`src/rtl/pwm3_pkg.sv`:
```
package pwm3_pkg;
    localparam int unsigned LEGS      = 3;
    localparam int unsigned CNT_W_DEF = 12;
    localparam int unsigned DT_W_DEF  = 8;
    localparam int unsigned BLK_W_DEF = 8;

    // Direction of the triangle counter
    typedef enum logic {
        SLOPE_UP   = 1'b0,
        SLOPE_DOWN = 1'b1
    } slope_e;

    // Gate pair of one leg
    typedef struct packed {
        logic hi;
        logic lo;
    } leg_drive_t;

    // Fault sources seen in one cycle
    typedef struct packed {
        logic trip_in;
        logic desat;
    } flt_src_t;

    function automatic logic any_src(flt_src_t s);
        return s.trip_in | s.desat;
    endfunction
endpackage

```
`src/rtl/pwm3_tri_cnt.sv`:
```
module pwm3_tri_cnt
    import pwm3_pkg::*;
#(
    parameter int unsigned CW   = CNT_W_DEF,
    parameter int unsigned NLEG = LEGS
) (
    input  logic                 clk,
    input  logic                 rst,
    input  logic                 enable,
    input  logic [CW-1:0]        peak,
    input  logic                 wr,
    input  logic [NLEG*CW-1:0]   wdata,
    output logic [CW-1:0]        cnt,
    output logic [NLEG*CW-1:0]   act,
    output logic                 valley,
    output logic                 pending
);
    localparam logic [CW-1:0] ONE = CW'(1);

    slope_e              slope_q;
    logic [CW-1:0]       cnt_q;
    logic [NLEG*CW-1:0]  shadow_q;
    logic [NLEG*CW-1:0]  act_q;
    logic                pend_q;

    assign valley  = (cnt_q == '0);
    assign cnt     = cnt_q;
    assign act     = act_q;
    assign pending = pend_q;

    always_ff @(posedge clk) begin
        if (rst || !enable) begin
            cnt_q   <= '0;
            slope_q <= SLOPE_UP;
        end else if (slope_q == SLOPE_UP) begin
            cnt_q <= cnt_q + ONE;
            if ((cnt_q + ONE) == peak) slope_q <= SLOPE_DOWN;
        end else begin
            cnt_q <= cnt_q - ONE;
            if (cnt_q == ONE) slope_q <= SLOPE_UP;
        end
    end

    always_ff @(posedge clk) begin
        if (rst) begin
            shadow_q <= '0;
            act_q    <= '0;
            pend_q   <= 1'b0;
        end else begin
            if (valley) begin
                act_q  <= shadow_q;
                pend_q <= wr;
            end else if (wr) begin
                pend_q <= 1'b1;
            end
            if (wr) shadow_q <= wdata;
        end
    end


    act_at_valley_chk: assert property (@(posedge clk) disable iff (rst)
        (act_q != $past(act_q)) |-> $past(valley));


    unit_step_chk: assert property (@(posedge clk) disable iff (rst)
        enable |=> ((cnt_q == $past(cnt_q) + ONE) || (cnt_q == $past(cnt_q) - ONE)));


    idle_zero_chk: assert property (@(posedge clk) disable iff (rst)
        !enable |=> (cnt_q == '0));
endmodule

```
`src/rtl/pwm3_deadband.sv`:
```
module pwm3_deadband
    import pwm3_pkg::*;
#(
    parameter int unsigned CW = CNT_W_DEF,
    parameter int unsigned DW = DT_W_DEF
) (
    input  logic          clk,
    input  logic          rst,
    input  logic          enable,
    input  logic [CW-1:0] cnt,
    input  logic [CW-1:0] cmp,
    input  logic [DW-1:0] dead,
    input  logic          allow,
    output leg_drive_t    drv
);
    logic          raw_d;
    logic          raw_q;
    logic [DW-1:0] run_q;
    logic          settled;

    assign raw_d = enable && (cnt < cmp);

    always_ff @(posedge clk) begin
        if (rst) begin
            raw_q <= 1'b0;
            run_q <= '0;
        end else begin
            raw_q <= raw_d;
            if (raw_d != raw_q)   run_q <= '0;
            else if (run_q != '1) run_q <= run_q + DW'(1);
        end
    end

    assign settled = (run_q >= dead);
    assign drv.hi  = allow && raw_q && settled;
    assign drv.lo  = allow && !raw_q && settled;


    lo_to_hi_gap_chk: assert property (@(posedge clk) disable iff (rst)
        ($past(drv.lo) && dead != '0) |-> !drv.hi);


    hi_to_lo_gap_chk: assert property (@(posedge clk) disable iff (rst)
        ($past(drv.hi) && dead != '0) |-> !drv.lo);
endmodule

```
`src/rtl/pwm3_desat.sv`:
```
module pwm3_desat
    import pwm3_pkg::*;
#(
    parameter int unsigned BW = BLK_W_DEF
) (
    input  logic          clk,
    input  logic          rst,
    input  logic          gate,
    input  logic          sense_low,
    input  logic [BW-1:0] blank,
    output logic          trip
);
    logic [BW-1:0] on_q;

    always_ff @(posedge clk) begin
        if (rst || !gate)    on_q <= '0;
        else if (on_q != '1) on_q <= on_q + BW'(1);
    end

    assign trip = gate && !sense_low && (on_q >= blank);


    blank_window_chk: assert property (@(posedge clk) disable iff (rst)
        (gate && !$past(gate) && blank != '0) |-> !trip);
endmodule

```
`src/rtl/pwm3_gate_top.sv`:
```
module pwm3_gate_top
    import pwm3_pkg::*;
#(
    parameter int unsigned NLEG = LEGS,
    parameter int unsigned CW   = CNT_W_DEF,
    parameter int unsigned DW   = DT_W_DEF,
    parameter int unsigned BW   = BLK_W_DEF
) (
    input  logic                 clk,
    input  logic                 rst,
    input  logic                 enable,
    input  logic [CW-1:0]        peak,
    input  logic                 cmp_wr,
    input  logic [NLEG*CW-1:0]   cmp_data,
    input  logic [DW-1:0]        dead_cyc,
    input  logic [BW-1:0]        blank_cyc,
    input  logic                 kill,
    input  logic [2*NLEG-1:0]    sense_low,
    input  logic                 fault_clr,
    output logic [NLEG-1:0]      gate_hi,
    output logic [NLEG-1:0]      gate_lo,
    output logic                 fault,
    output logic                 upd_pending
);
    localparam int unsigned NSW = 2 * NLEG;

    logic [CW-1:0]      cnt;
    logic [NLEG*CW-1:0] act;
    logic               valley;
    logic               fault_q;
    logic               arm_q;
    logic               allow;
    logic [NSW-1:0]     gate_all;
    logic [NSW-1:0]     trip;
    flt_src_t           src;

    pwm3_tri_cnt #(.CW(CW), .NLEG(NLEG)) cnt_i (
        .clk(clk), .rst(rst), .enable(enable), .peak(peak),
        .wr(cmp_wr), .wdata(cmp_data),
        .cnt(cnt), .act(act), .valley(valley), .pending(upd_pending)
    );

    assign allow = enable && !kill && !fault_q;

    for (genvar k = 0; k < NLEG; k++) begin : g_leg
        leg_drive_t drv;
        pwm3_deadband #(.CW(CW), .DW(DW)) db_i (
            .clk(clk), .rst(rst), .enable(enable), .cnt(cnt),
            .cmp(act[k*CW +: CW]), .dead(dead_cyc), .allow(allow), .drv(drv)
        );
        assign gate_hi[k] = drv.hi;
        assign gate_lo[k] = drv.lo;


        leg_overlap_chk: assert property (@(posedge clk) disable iff (rst)
            !(gate_hi[k] && gate_lo[k]));
    end

    assign gate_all = {gate_lo, gate_hi};

    for (genvar i = 0; i < NSW; i++) begin : g_sw
        pwm3_desat #(.BW(BW)) ds_i (
            .clk(clk), .rst(rst), .gate(gate_all[i]),
            .sense_low(sense_low[i]), .blank(blank_cyc), .trip(trip[i])
        );
    end

    assign src.trip_in = kill;
    assign src.desat   = |trip;

    always_ff @(posedge clk) begin
        if (rst) begin
            fault_q <= 1'b0;
            arm_q   <= 1'b0;
        end else begin
            if (any_src(src))          fault_q <= 1'b1;
            else if (arm_q && valley)  fault_q <= 1'b0;
            if (fault_clr)                             arm_q <= 1'b1;
            else if (arm_q && valley && !any_src(src)) arm_q <= 1'b0;
        end
    end

    assign fault = fault_q;


    kill_off_chk: assert property (@(posedge clk) disable iff (rst)
        kill |-> (gate_hi == '0 && gate_lo == '0));


    kill_latch_chk: assert property (@(posedge clk) disable iff (rst)
        kill |=> fault);


    desat_latch_chk: assert property (@(posedge clk) disable iff (rst)
        (|trip) |=> fault);


    fault_hold_chk: assert property (@(posedge clk) disable iff (rst)
        fault |-> (gate_hi == '0 && gate_lo == '0));


    fault_release_chk: assert property (@(posedge clk) disable iff (rst)
        $fell(fault_q) |-> $past(valley));


    idle_off_chk: assert property (@(posedge clk) disable iff (rst)
        !enable |-> (gate_hi == '0 && gate_lo == '0));


    pending_clear_chk: assert property (@(posedge clk) disable iff (rst)
        ($past(valley) && !$past(cmp_wr)) |-> !upd_pending);
endmodule

```
`config.mk`:
```
export PLATFORM = sky130hd
export DESIGN_NAME = pwm3_gate_top
export DESIGN_NICKNAME = d
export VERILOG_FILES = /design/src/rtl/pwm3_pkg.sv /design/src/rtl/pwm3_tri_cnt.sv /design/src/rtl/pwm3_deadband.sv /design/src/rtl/pwm3_desat.sv /design/src/rtl/pwm3_gate_top.sv
export SDC_FILE = /design/constraint.sdc
export NUM_CORES = 1
export LEC_CHECK = 0
export ABC_CLOCK_PERIOD_IN_PS = 2600
export BUFFER_PORTS_ARGS = -buffer_cell sky130_fd_sc_hd__clkbuf_2
export CAP_MARGIN = 20
export CORE_UTILIZATION = 35
export CTS_CLUSTER_DIAMETER = 50
export CTS_CLUSTER_SIZE = 30
export DETAILED_ROUTE_END_ITERATION = 16
export SLEW_MARGIN = 40
export SYNTH_ARGS = -nofsm -noshare
export SYNTH_HDL_FRONTEND = slang
export SYNTH_SLANG_ARGS = --single-unit
```
`constraint.sdc`:
```
create_clock -name clk -period 2.6 [get_ports clk]
set_input_delay 0.13 -clock clk [delete_from_list [all_inputs] [get_ports clk]]
set_output_delay 0.13 -clock clk [all_outputs]
set_load 0.01 [all_outputs]
```
==> flow_metrics.tcl, run 1 <==
set metrics [dict create \
    status "finished clean" \
    synthToLayoutAreaGrowth_pct 17.68 \
    gp_congestion 0.8361 \
    finalSetupViolations 0 \
    sequentialPowerShare_pct 45.1 \
    cts_buffers 17 \
    grt_pass1_vias 7870 \
    synth_seq_cells 163 \
    dp_hpwl_um 16970 \
    reg2reg_from "cnt_i.cnt[5]$_SDFF_PP0_" \
    worstHoldStart "fault_clr" \
    cts.clk_slew.worst_paths_ns 0.07 \
    maxSlewViolCount 0 \
    setup.worst_path.start "g_leg[2].db_i.run_q[0]$_SDFFE_PP0P_" \
    drive_gt1_share_pct 10.87 \
    p_sw_share_pct 26.97 \
    finalNetCount 1459 \
    grt_max_degree 81 \
    design_area_um2 11480 \
    firstDrtPassIters 4 \
    tns_ns 0 \
    port_buffers 83 \
    post-route-period-util_pct 96.01 \
    worstHoldPathCells 3 \
    drtIter0Drc 476 \
    htree_levels 4 \
    vias 8311 \
    routed_wl_um 23140 \
    cts_root_buf "clkbuf_16" \
    seq_area_frac_synth_pct 33.44 \
    period_needed_ns 2.496 \
    cp.arrival_ns 2.37 \
    grt_pass1_wl_um 38740 \
    fillers 2779 \
    path_cells "inv_1, ha_1, nand2b_1, a2111oi_4, nor3_1, o21a_2, and2_1, clkbuf_2" \
    cp_max_fo 6 \
    clock_skew_ns 0.01045 \
    leakagePower_nw 4.837 \
    irDropWorstVdd_v 0.0003992 \
    cap_violations 0 \
    die_h_um 169.0 \
    grt-ovfl-total 0 \
    pre_cts_ws_ns 0.3144 \
    r2r_slack_ns 0.30 \
    grt_use_total_pct 16.77 \
    max_stage_delay_ns 0.36 \
    fin_ws_ns 0.1038 \
    internal_power_mw 4.282 \
    ios 84 \
    route.detailed.drc 0 \
    slew_headroom_pct 56.90 \
    syn_nets 1352 \
    dieWidth_um 169.0 \
    syn_inst 1159 \
    tritoncts "built" \
    fmax_ghz 0.4006 \
    startpoint_type "flop" \
    powerDensity_nw_per_um2 510.6 \
    synthArstFlopShare_pct 0 \
    yosys_most_used_dff "dfxtp_1" \
    synth-edff-count 0 \
    syn_avg_cell_area_um2 8.418 \
    reg2regPathDepth 6 \
    end_kind "output port" \
    final_common_cell "dfxtp_1" \
    crit_required_ns 2.47 \
    finalHoldViolCount 0 \
    pwr-share-clk_pct 43.1 \
    ys_types 60 \
    die_area_um2 28550 \
    core_area_um2 27180 \
    vias_per_cell 5.031 \
    row_count 60 \
    ctsLongestPathBuffers 2 \
    start_util_pct 35.90 \
    final_cell_mix "dfxtp_1, nand2_1, nor2_1" \
    worstHoldPathType "primary input to flop" \
    wl_per_cell_um 14.01 \
    cp_slowest_cell "dfxtp_1" \
    place_area_um2 10520 \
    cts.sinks 163 \
    p_comb_share_pct 11.7 \
    whs_ns 0.02623 \
    clock_latency_ns 0.42 \
    netlist_area_um2 9757 \
    drtAntennaViolNets 0 \
    yosys_warnings 0 \
    p_sw_mw 1.581 \
    antenna_found_initial 1 \
    critical_path_class "flop to output port" \
    worstMarginPinSlew_ns 0.6456 \
]
==> final timing paths <==
kind	to
min reg2reg	cnt_i.act[23]$_SDFFE_PP0N_
max	gate_lo[2]
min	arm_q$_SDFFE_PP0P_
max reg2reg	g_leg[1].db_i.run_q[1]$_SDFFE_PP0P_
==> power groups by stage <==
stage               Sequential, mW  Clock, mW  Combinational, mW
floorplan                     2.68          0              0.451
global placement              2.70          0              0.625
detailed placement            2.70          0              0.637
CTS                           2.65       2.60              0.682
global route                  2.66       2.70              0.770
finish                        2.65       2.53              0.687
==> timing repair <==
action                                  in CTS  in global routing
endpoints found under the hold margin       36                  0
gates resized for setup                      0                  4
endpoints found under the setup margin       0                  3
hold buffers                                36                  0
buffers inserted                             0                  0
==> kinds of logic after synthesis <==
logic type	share of synthesized area (%)
xor+xnor	4.758
flops	33.44
compound gates	12.88
mux	7.553
fa+ha+maj	15.00
buf+inv	4.411
simple gates	21.95
==> critical path, delay by kind of cell, from the launching register on <==
kind / cells / cell delay [ns]
buffers and inverters: 2 / 0.22
DFF: 1 / 0.36
and+or+nand+nor: 3 / 0.48
AOI/OAI and AO/OA: 2 / 0.62
adders and majority gates: 1 / 0.26
==> Yosys cell counts (11+ instances only) <==
master    number  area share (%)
inv_1         64             2.5
ha_1         117              15
nand2b_1      11            0.71
and2_1        11            0.71
dfxtp_1      163              33
nand4_1       26             1.7
xnor2_1       32             2.9
buf_2         11            0.56
and3_1        21             1.3
nor2_1       118             4.5
o21a_1        15             1.2
clkbuf_1      15            0.58
nor3_1        16            0.82
a31oi_1       17             1.1
xor2_1        21             1.9
a21oi_1       79             4.1
mux2i_1       68             7.0
nand3_1       51             2.6
o21ai_0       29             1.5
nand2_1      157             6.0
==> flip-flops by register name, indices dropped and copies added, names as in the netlist <==
| register | cells |
|---|---|
| g_sw.ds_i.on_q | 48 |
| cnt_i.pending | 1 |
| arm_q | 1 |
| cnt_i.cnt | 12 |
| cnt_i.slope_q | 1 |
| cnt_i.act | 36 |
| cnt_i.shadow_q | 36 |
| g_leg.db_i.run_q | 24 |
| fault | 1 |
| g_leg.db_i.raw_q | 3 |
==> final cells by class <==
class	instances	area [µm²]	share of cell area [%]
Antenna cell	1	2.502	0.02179
Clock buffer	19	442.9	3.857
Clock inverter	13	137.6	1.199
Inverter	64	240.2	2.092
Multi-Input combinational cell	892	6083	52.98
Sequential cell	163	3263	28.42
Tap cell	372	465.4	4.054
Timing Repair Buffer	128	847.1	7.377
==> metal layers <==
layer	global-route usage, %	vias up	routed length, µm
met5	0	-	0
met4	5.296	0	326
met3	2.385	20	812
met2	27.11	134	10560
met1	22.94	3853	11440
li1	-	4304	-
==> stage by stage <==
stage	std cells	total power, mW	util (%)
after floorplan	1159	3.130	-
after global placement	1583	3.327	38.69
after detailed placement	1583	3.341	38.69
after CTS	1651	5.931	42.15
after global routing	1652	6.126	42.25
final	1652	5.863	42.25
No activity file was read; power rests on OpenSTA's default activity.
==> run 2: changes to the inputs <==
- RECOVER_POWER: default -> 25
- SLEW_MARGIN: 40 -> 5
==> flow_metrics.tcl, run 2 (synthesis gave the netlist of run 1 again) <==
set metrics [dict create \
    antenna_found_initial 1 \
    worstHoldPathType "primary input to flop" \
    synthToLayoutAreaGrowth_pct 17.58 \
    ctsLongestPathBuffers 2 \
    vias_per_cell 5.029 \
    design_area_um2 11470 \
    port_buffers 83 \
    cap_violations 1 \
    row_count 60 \
    gp_congestion 0.8361 \
    cts_setup_buffers 0 \
    place_area_um2 10520 \
    die_area_um2 28550 \
    largest_reg_flops 48 \
    critical_path_class "flop to output port" \
    whs_ns 0.02622 \
    drtAntennaViolNets 0 \
    tritoncts "built" \
    vias 8308 \
    die_h_um 169.0 \
    routed_wl_um 23160 \
    cts.sinks 163 \
    drtIter0Drc 470 \
    grt_pass1_wl_um 38740 \
    startpoint_type "flop" \
    cts_root_buf "clkbuf_16" \
    slew_headroom_pct -11.78 \
    status "complete, but fails checks" \
    worstMarginPinSlew_ns 1.677 \
    grt_pass1_vias 7870 \
    powerDensity_nw_per_um2 511.0 \
    period_needed_ns 2.493 \
    met2_usage_pct 27.11 \
    cts_buffers 17 \
    maxSlewViolCount 81 \
    irDropWorstVdd_v 0.0003992 \
    grt_max_degree 81 \
    final_common_cell "dfxtp_1" \
    worstHoldStart "fault_clr" \
    cp.arrival_ns 2.36 \
    htree_levels 4 \
    finalHoldViolCount 0 \
    crit_required_ns 2.47 \
    finalNetCount 1459 \
    finalSetupViolations 0 \
    grt_use_met3_pct 2.385 \
    wl_per_cell_um 14.02 \
    fmax_ghz 0.4012 \
    final_util_pct 42.21 \
    dieWidth_um 169.0 \
    busiest_layer "met2" \
    route.detailed.drc 0 \
    final_cell_mix "dfxtp_1, nand2_1, nor2_1" \
    post-route-period-util_pct 95.87 \
    dp_hpwl_um 16970 \
    grt_use_total_pct 16.77 \
    cts.clk_slew.worst_paths_ns 0.07 \
    clock_latency_ns 0.42 \
    met1_usage_pct 22.94 \
    ios 84 \
    grt-ovfl-total 0 \
    firstDrtPassIters 4 \
    regMostFlops "g_sw.ds_i.on_q" \
    violations "capacitance limit, slew limit" \
    setup.worst_path.start "g_leg[2].db_i.run_q[0]$_SDFFE_PP0P_" \
    clock_skew_ns 0.01045 \
    start_util_pct 35.90 \
    core_area_um2 27180 \
    cp_max_fo 6 \
    reg2reg_from "cnt_i.cnt[5]$_SDFF_PP0_" \
    leakagePower_nw 4.826 \
    drive_gt1_share_pct 10.63 \
    end_kind "output port" \
]
-- run 2: cell types whose count changed in the layout (fill, tap and decap cells not counted), sizes merged --
cell / before / now
buf: 9 / 8
clkbuf: 102 / 103
-- run 2: path summary, 6_finish.rpt --
check / depth (start not counted) / slack [ns] / end
worst min register to register: 2 / 0.46 / cnt_i.act[35]$_SDFFE_PP0N_
worst max register to register: 6 / 0.30 / g_leg[1].db_i.run_q[1]$_SDFFE_PP0P_
worst min-delay path: 3 / 0.03 / arm_q$_SDFFE_PP0P_
worst max-delay path: 8 / 0.11 / gate_lo[2]
-- run 2: layer usage --
metal	share of wire [%]	up-vias
met2	46	131
met5	0	-
li1	-	4305
met1	50	3852
met4	1.4	0
met3	3.5	20
-- run 2: stage by stage --
step | setup slack, ns | power (mW) | setup TNS [ns] | std cells
detailed placement | 0.3144 | 3.341 | 0 | 1583
global route | -0.02821 | 6.125 | -0.03807 | 1652
CTS | 0.0009619 | 5.931 | 0 | 1651
global placement | 0.4050 | 3.327 | 0 | 1583
floorplan | 0.5619 | 3.130 | 0 | 1159
finish | 0.1074 | 5.863 | 0 | 1652
-- run 2: report_power, final --
group          total (mW)  internal (mW)  switching (mW)
clock network        2.53           1.39            1.14
registers            2.65           2.58          0.0661
logic               0.686          0.316           0.371
total                5.86           4.28            1.58
-- run 2: worst max-delay path, cell delays in order (launching register included) --
cell       delay (ns)
dfxtp_1          0.36
inv_1            0.08
ha_1             0.26
nand2b_1         0.18
a2111oi_4        0.36
nor3_1           0.09
o21a_2           0.25
and2_1           0.21
clkbuf_2         0.14
-- run 2: cell type report --
cell class	count	area (µm²)
flip-flops and latches	163	3263
diodes	1	2.502
well taps	372	465.4
inverters	64	240.2
repair buffers	128	837.1
multi-input cells	892	6083
clock buffers	19	442.9
fillers	2784	15700
clock inverters	13	137.6
-- run 2: timing repair --
item                                    4_1_cts  5_1_grt
hold buffers                                 36        0
resized for setup                             0        4
endpoints found under the setup margin        0        3
hold endpoints to repair                     36        0
